File: src/rtl/snd_mode_ctl_pkg.sv
package snd_mode_ctl_pkg;

    typedef enum logic [3:0] {
        SRC_MUTE  = 4'd0,
        SRC_MONO  = 4'd1,
        SRC_AM    = 4'd2,
        SRC_LEFT  = 4'd3,
        SRC_RIGHT = 4'd4,
        SRC_SUM   = 4'd5,
        SRC_CHA   = 4'd6,
        SRC_CHB   = 4'd7,
        SRC_EXT   = 4'd8
    } src_sel_t;

    typedef enum logic [1:0] {
        TX_MONO   = 2'd0,
        TX_STEREO = 2'd1,
        TX_DUAL   = 2'd2
    } tx_kind_t;

    typedef struct packed {
        src_sel_t sel1;
        src_sel_t sel2;
        logic     mute;
        logic     clr;
        logic     led_st;
        logic     led_du;
    } mode_word_t;

    localparam int CTRL_W = 3;

    // Stereo wins when both flags are present
    function automatic tx_kind_t classify_tx(input logic st, input logic du);
        if (st)      return TX_STEREO;
        else if (du) return TX_DUAL;
        else         return TX_MONO;
    endfunction

    function automatic mode_word_t muted_word(input logic clr);
        mode_word_t w;
        w.sel1   = SRC_MUTE;
        w.sel2   = SRC_MUTE;
        w.mute   = 1'b1;
        w.clr    = clr;
        w.led_st = 1'b0;
        w.led_du = 1'b0;
        return w;
    endfunction

    function automatic mode_word_t decode_mode(input logic [CTRL_W-1:0] code,
                                               input logic st, input logic du);
        mode_word_t w;
        tx_kind_t   k;
        logic       show_led;
        k        = classify_tx(st, du);
        w        = muted_word(1'b0);
        show_led = 1'b1;
        case (code)
            3'b000: begin
                w        = muted_word(1'b1);
                show_led = 1'b0;
            end
            3'b100: begin
                w        = muted_word(1'b0);
                show_led = 1'b1;
            end
            3'b001: begin
                case (k)
                    TX_STEREO: begin w.sel1 = SRC_LEFT; w.sel2 = SRC_RIGHT; end
                    TX_DUAL:   begin w.sel1 = SRC_CHA;  w.sel2 = SRC_CHB;   end
                    default:   begin w.sel1 = SRC_MONO; w.sel2 = SRC_MONO;  end
                endcase
            end
            3'b010: begin
                case (k)
                    TX_STEREO: begin w.sel1 = SRC_SUM;  w.sel2 = SRC_SUM;  end
                    TX_DUAL:   begin w.sel1 = SRC_CHA;  w.sel2 = SRC_CHA;  end
                    default:   begin w.sel1 = SRC_MONO; w.sel2 = SRC_MONO; end
                endcase
            end
            3'b011: begin
                case (k)
                    TX_STEREO: begin w.sel1 = SRC_SUM; w.sel2 = SRC_SUM; end
                    TX_DUAL:   begin w.sel1 = SRC_CHB; w.sel2 = SRC_CHB; end
                    default:   begin w.sel1 = SRC_AM;  w.sel2 = SRC_AM;  end
                endcase
            end
            3'b101: begin
                w.sel1 = SRC_EXT;
                w.sel2 = SRC_EXT;
            end
            3'b110: begin
                w.sel1   = SRC_EXT;
                w.sel2   = SRC_EXT;
                show_led = 1'b0;
            end
            default: begin
                w        = muted_word(1'b0);
                show_led = 1'b0;
            end
        endcase
        w.mute   = (w.sel1 == SRC_MUTE) && (w.sel2 == SRC_MUTE);
        w.led_st = show_led & st;
        w.led_du = show_led & du;
        return w;
    endfunction

endpackage

File: src/rtl/snd_line_filter.sv
module snd_line_filter #(
    parameter int STABLE_CYCLES = 4
) (
    input  logic clk,
    input  logic rst,
    input  logic din,
    output logic dout
);
    localparam int CW = (STABLE_CYCLES < 2) ? 1 : $clog2(STABLE_CYCLES + 1);

    logic sync1, sync2;

    always_ff @(posedge clk) begin
        if (rst) begin
            sync1 <= 1'b0;
            sync2 <= 1'b0;
        end else begin
            sync1 <= din;
            sync2 <= sync1;
        end
    end

    generate
        if (STABLE_CYCLES < 2) begin : g_direct
            always_ff @(posedge clk) begin
                if (rst) dout <= 1'b0;
                else     dout <= sync2;
            end
        end else begin : g_count
            logic [CW-1:0] run_cnt;
            always_ff @(posedge clk) begin
                if (rst) begin
                    dout    <= 1'b0;
                    run_cnt <= '0;
                end else if (sync2 == dout) begin
                    run_cnt <= '0;
                end else if (run_cnt == CW'(STABLE_CYCLES - 1)) begin
                    dout    <= sync2;
                    run_cnt <= '0;
                end else begin
                    run_cnt <= run_cnt + 1'b1;
                end
            end
        end
    endgenerate

endmodule

File: src/rtl/snd_powerup_hold.sv
module snd_powerup_hold #(
    parameter int HOLD_CYCLES = 50000
) (
    input  logic clk,
    input  logic rst,
    output logic hold_done
);
    localparam int HW = $clog2(HOLD_CYCLES + 1);

    logic [HW-1:0] hold_cnt;

    always_ff @(posedge clk) begin
        if (rst)                               hold_cnt <= '0;
        else if (hold_cnt != HW'(HOLD_CYCLES)) hold_cnt <= hold_cnt + 1'b1;
    end

    assign hold_done = (hold_cnt == HW'(HOLD_CYCLES));

endmodule

File: src/rtl/snd_route_decode.sv
module snd_route_decode
    import snd_mode_ctl_pkg::*;
(
    input  logic [CTRL_W-1:0] code,
    input  logic              stereo_id,
    input  logic              dual_id,
    input  logic              hold_done,
    output mode_word_t        word
);
    always_comb begin
        if (!hold_done) word = muted_word(1'b1);
        else            word = decode_mode(code, stereo_id, dual_id);
    end

endmodule

File: src/rtl/snd_mode_ctl.sv
module snd_mode_ctl
    import snd_mode_ctl_pkg::*;
#(
    parameter int FILT_CYCLES = 4,
    parameter int HOLD_CYCLES = 50000
) (
    input  logic       clk,
    input  logic       rst,
    input  logic [2:0] ctrl_in,
    input  logic       stereo_id,
    input  logic       dual_id,
    output logic [3:0] sel_out1,
    output logic [3:0] sel_out2,
    output logic       mute_en,
    output logic       integ_clr,
    output logic       led_stereo,
    output logic       led_dual
);
    logic [CTRL_W-1:0] code_f;
    logic              hold_done;
    mode_word_t        next_word;
    mode_word_t        out_q;

    genvar gi;
    generate
        for (gi = 0; gi < CTRL_W; gi++) begin : g_line
            snd_line_filter #(.STABLE_CYCLES(FILT_CYCLES)) u_filt (
                .clk  (clk),
                .rst  (rst),
                .din  (ctrl_in[gi]),
                .dout (code_f[gi])
            );
        end
    endgenerate

    snd_powerup_hold #(.HOLD_CYCLES(HOLD_CYCLES)) u_hold (
        .clk       (clk),
        .rst       (rst),
        .hold_done (hold_done)
    );

    snd_route_decode u_dec (
        .code      (code_f),
        .stereo_id (stereo_id),
        .dual_id   (dual_id),
        .hold_done (hold_done),
        .word      (next_word)
    );

    always_ff @(posedge clk) begin
        if (rst) out_q <= muted_word(1'b1);
        else     out_q <= next_word;
    end

    assign sel_out1   = out_q.sel1;
    assign sel_out2   = out_q.sel2;
    assign mute_en    = out_q.mute;
    assign integ_clr  = out_q.clr;
    assign led_stereo = out_q.led_st;
    assign led_dual   = out_q.led_du;

endmodule

File: config.mk
export PLATFORM = sky130hd
export DESIGN_NAME = snd_mode_ctl
export DESIGN_NICKNAME = d
export VERILOG_FILES = /design/src/rtl/snd_mode_ctl_pkg.sv /design/src/rtl/snd_line_filter.sv /design/src/rtl/snd_powerup_hold.sv /design/src/rtl/snd_route_decode.sv /design/src/rtl/snd_mode_ctl.sv
export SDC_FILE = /design/constraint.sdc
export NUM_CORES = 1
export LEC_CHECK = 0
export BUFFER_PORTS_ARGS = -buffer_cell sky130_fd_sc_hd__buf_2
export CAP_MARGIN = 20
export CORE_ASPECT_RATIO = 1.4
export CORE_UTILIZATION = 40
export CTS_BUF_LIST = sky130_fd_sc_hd__clkbuf_8
export DETAILED_ROUTE_END_ITERATION = 6
export SYNTH_ARGS = -nofsm -noshare
export SYNTH_HDL_FRONTEND = slang
export SYNTH_SLANG_ARGS = --single-unit
File: constraint.sdc
create_clock -name clk -period 2.2 [get_ports clk]
set_input_delay 0 -clock clk [delete_from_list [all_inputs] [get_ports clk]]
set_output_delay 0 -clock clk [all_outputs]
set_load 0.01 [all_outputs]
==> impl_results.rst <==
.. list-table::
   :header-rows: 1

   * - Metric
     - Value
   * - Rows
     - 29
   * - Internal Power
     - 1.066 mW
   * - Data arrival at the endpoint of the critical path
     - 2.22 ns
   * - Effective utilization at floorplan
     - 41.87%
   * - TritonCTS Sinks
     - 45
   * - Placed cell count
     - 279
   * - Cell chosen for the clock root
     - clkbuf_8
   * - Clock group share of total power
     - 35.1%
   * - Period Utilization, post-route
     - 93.06%
   * - Final instance count without filler cells
     - 291
   * - Synthesized area per cell
     - 9.293 um^2
   * - DRC violation count after routing
     - 0
   * - Worst reg-to-reg path cell count
     - 3
   * - Final Max Slew Viols
     - 0
   * - Top delay family on crit path
     - simple AND/OR/NAND/NOR gates
   * - Worst Setup Start Kind
     - flop
   * - First-pass GRT wire length
     - 5.720 mm
   * - Slew margin rel.
     - 68.73%
   * - # setup viols final
     - 0
   * - Die boundary height
     - 83.86 um
   * - Reg2reg end
     - integ_clr$_SDFF_PP1_
   * - Worst path buffer plus inverter count
     - 0
   * - Num ports
     - 19
   * - Setup crit end kind
     - flop
   * - Largest net degree at the start of global routing
     - 35
   * - CP required
     - 2.37 ns
   * - Number of global-route vias before repair
     - 1278
   * - Area inside the core boundary
     - 4572 um^2
   * - Slack of the worst reg-to-reg path
     - 0.15 ns
   * - Share of final-layout standard cells stronger than drive strength 1
     - 17.47%
   * - Cell Chain, Critical Path
     - or4_1 > or4_4 > or3_2
   * - Switching fraction of total power
     - 22.10%
   * - Dpl ws
     - 0.1609 ns
   * - Number of antenna violations at the first check in global routing
     - 0
   * - Max clock buf depth
     - 2
   * - CTS tree
     - yes
   * - Worst Max-Slew Pin Slew
     - 0.4685 ns
   * - FF+latch count, synth
     - 45
   * - Yosys warns
     - 0
   * - Classification of the worst-slack hold path
     - input pin to flop
   * - Clock transition at path regs
     - 0.08 ns
   * - Switching power total
     - 0.3024 mW
   * - Die width
     - 60.47 um
   * - Layout-stage area growth over the synthesis result
     - 14.05%
   * - Peak supply drop
     - 0.3373 mV
   * - Part of the power in registers
     - 61.0%
   * - Critical path depth in cells
     - 3
   * - Worst Path Class, Setup
     - flop to flop
   * - Final Hold Slack
     - 0.03526 ns
   * - Final estimated routing congestion in global placement
     - 0.7387
   * - Net count, final
     - 243
   * - Area enclosed by the die boundary
     - 5070 um^2
   * - Global router's overall resource usage
     - 14.81%
   * - Number of vias per cell
     - 5.031
   * - Post-detailed-route count of antenna-violating nets
     - 0
   * - RSZ-0062 raised after global routing
     - false
   * - Worst flop-to-flop path startpoint
     - u_hold.hold_cnt[2]$_SDFFE_PP0P_
   * - Post-synthesis cell count
     - 206
   * - Max-cap violation count
     - 0
   * - Initial DRT Pass Iterations
     - 5
   * - Post-CTS Setup Bufs
     - 0
   * - Number of distinct library cells after synthesis
     - 36
   * - Drt wl/cell
     - 10.99 um
   * - Sequential area share after synthesis
     - 47.06%
   * - Final wirelength
     - 3.197 mm
   * - Largest driver fanout on the critical path
     - 8
   * - Final HPWL from detailed placement
     - 2.180 mm
   * - Pwr/cell area
     - 626.7 nW/um^2
   * - Fill cell total of the finished layout
     - 460
   * - CP max stage cell
     - or4_1
   * - Final clock skew
     - 0.004349 ns
   * - Tot Pwr
     - 1.368 mW
   * - Clock buffers created by TritonCTS
     - 5
   * - Accumulated negative setup slack
     - 0 ns
   * - Run status
     - complete, no violations
   * - Post-CTS sizing
     - 0
   * - Capture point of the critical path
     - integ_clr$_SDFF_PP1_
   * - Leftover overflow at the end of global routing
     - 0
   * - Leak Pwr
     - 0.7858 nW
   * - Critical path launch point
     - u_hold.hold_cnt[2]$_SDFFE_PP0P_
   * - H-Tree Depth
     - 2
   * - Clk_lat worst skew
     - 0.29 ns
   * - Time the final worst path needs with I/O delays and setup
     - 2.047 ns
   * - Post-Syn Area
     - 1914 um^2
   * - F_max
     - 0.4885 GHz
   * - Critical path's largest stage delay
     - 0.56 ns
   * - Share of total power in combinational logic
     - 3.9%
   * - Count of input and output buffers
     - 18
   * - Hold violation total from the final report
     - 0
   * - Post-synthesis net count
     - 221
   * - Vias
     - 1464
   * - Smallest setup slack after layout
     - 0.1528 ns
   * - Number of antenna repair diodes
     - 0
   * - Number of violations reported at the end of detailed-routing iteration 0
     - 47
[cell usage in the layout, fill, tap and decap left out, drive strengths merged, types with 4 or more instances in the layout]
cell / Yosys / routed
a21oi: 9 / 9
buf: 4 / 22
clkbuf: 7 / 5
dfxtp: 45 / 45
dlygate4sd3: 0 / 4
ha: 8 / 8
inv: 14 / 16
mux2: 5 / 5
mux2i: 4 / 4
nand2: 6 / 6
nand3: 7 / 7
nor2: 21 / 21
nor2b: 9 / 9
nor3: 4 / 4
nor4: 7 / 7
o21ai: 10 / 10
o31ai: 4 / 4
or3: 9 / 9
or4: 6 / 6
[what timing repair did]
item | CTS | global route
setup endpoints to repair | 0 | 0
hold endpoints to repair | 5 | 0
hold buffers | 4 | 0
[worst register-to-register path, cell delays in order, from the launching register on]
cell and delay (ns):
dfxtp_1 0.37, or4_1 0.57, or4_4 0.51, or3_2 0.48
[state kept, by name, summed over array words and instances (netlist names), 3 cells and up]
signal / cells
sel_out2: 3
u_hold.hold_cnt: 16
g_line.u_filt.dout: 3
g_line.u_filt.sync2: 3
g_line.u_filt.sync1: 3
sel_out1: 4
g_line.u_filt.g_count.run_cnt: 9
[stage by stage]
step	util (%)	cell area [um^2]
finish	47.76	2183
global route	47.76	2183
CTS	47.76	2183
detailed placement	45.05	2059
global placement	45.05	2059
floorplan	-	1914
[synth_stat cells]
library cell	instances	area, um^2
nor4_1	7	43.79
clkbuf_1	7	26.28
nand2_1	6	22.52
buf_1	2	7.510
inv_1	14	52.55
o22ai_1	3	18.77
ha_1	8	100.1
o21ai_0	10	50.05
buf_4	1	7.510
a2111oi_2	2	30.03
a211oi_1	1	7.510
nor2b_1	9	56.30
or4b_2	1	10.01
or2b_1	1	7.510
xnor2_1	3	26.28
or3_2	1	7.510
nor3_1	4	20.02
a21o_1	1	7.510
mux2i_1	4	40.04
nand2b_1	3	18.77
nand3_1	7	35.03
xor2_1	3	26.28
nor2_1	21	78.83
nand4_1	3	18.77
a21oi_1	9	45.04
o31ai_1	4	30.03
dfxtp_1	45	900.9
or4_1	5	37.54
nand4bb_1	1	11.26
mux2_2	5	56.30
buf_6	1	11.26
nand3b_1	2	15.01
nand4b_1	1	8.760
or3_1	8	50.05
or3b_2	2	17.52
or4_4	1	11.26
[worst min-delay path by stage]
stage,cells after the start,to,start,slack [ns]
after global placement,2,g_line[2].u_filt.sync1$_SDFF_PP0_,ctrl_in[2],0.21
after floorplan,1,g_line[0].u_filt.sync1$_SDFF_PP0_,ctrl_in[0],0.13
after global routing,3,led_dual$_SDFF_PP0_,dual_id,0.05
after CTS,3,led_dual$_SDFF_PP0_,dual_id,0.02
after detailed placement,2,g_line[2].u_filt.sync1$_SDFF_PP0_,ctrl_in[2],0.21
final,3,led_dual$_SDFF_PP0_,dual_id,0.04
[cell type report]
cell class / instances / area (um^2) / area share (%)
multi-input cells: 136 / 908.4 / 41.60
flip-flops and latches: 45 / 900.9 / 41.26
repair buffers: 26 / 160.2 / 7.335
well taps: 62 / 77.57 / 3.553
clock buffers: 5 / 68.82 / 3.152
inverters: 14 / 52.55 / 2.407
clock inverters: 3 / 15.01 / 0.6877
[power by group through the flow]
stage	Sequential (mW)	Combinational, mW	Clock, mW
4_1_cts	0.834	0.0545	0.504
3_5_place_dp	0.854	0.0488	0
2_1_floorplan	0.851	0.0354	0
3_3_place_gp	0.854	0.0482	0
6_report	0.834	0.0539	0.480
5_1_grt	0.837	0.0632	0.548
[cells by family after synthesis]
family | after synthesis | share of synthesized area, %
fa+ha+maj | 8 | 5.229
compound gates | 30 | 9.870
buf+inv | 25 | 5.491
mux | 9 | 5.033
xor+xnor | 6 | 2.746
flops | 45 | 47.06
simple gates | 83 | 24.58
[routing by layer]
layer	part of all wire, %	track usage, %	wire length, um	up-vias
li1	-	-	-	764
met1	46	18.01	1482	671
met2	48	23.18	1533	23
met3	3.1	4.651	100	6
met4	2.5	6.818	81	0
met5	0	0	0	-
Power figures use the tool's default switching activity.
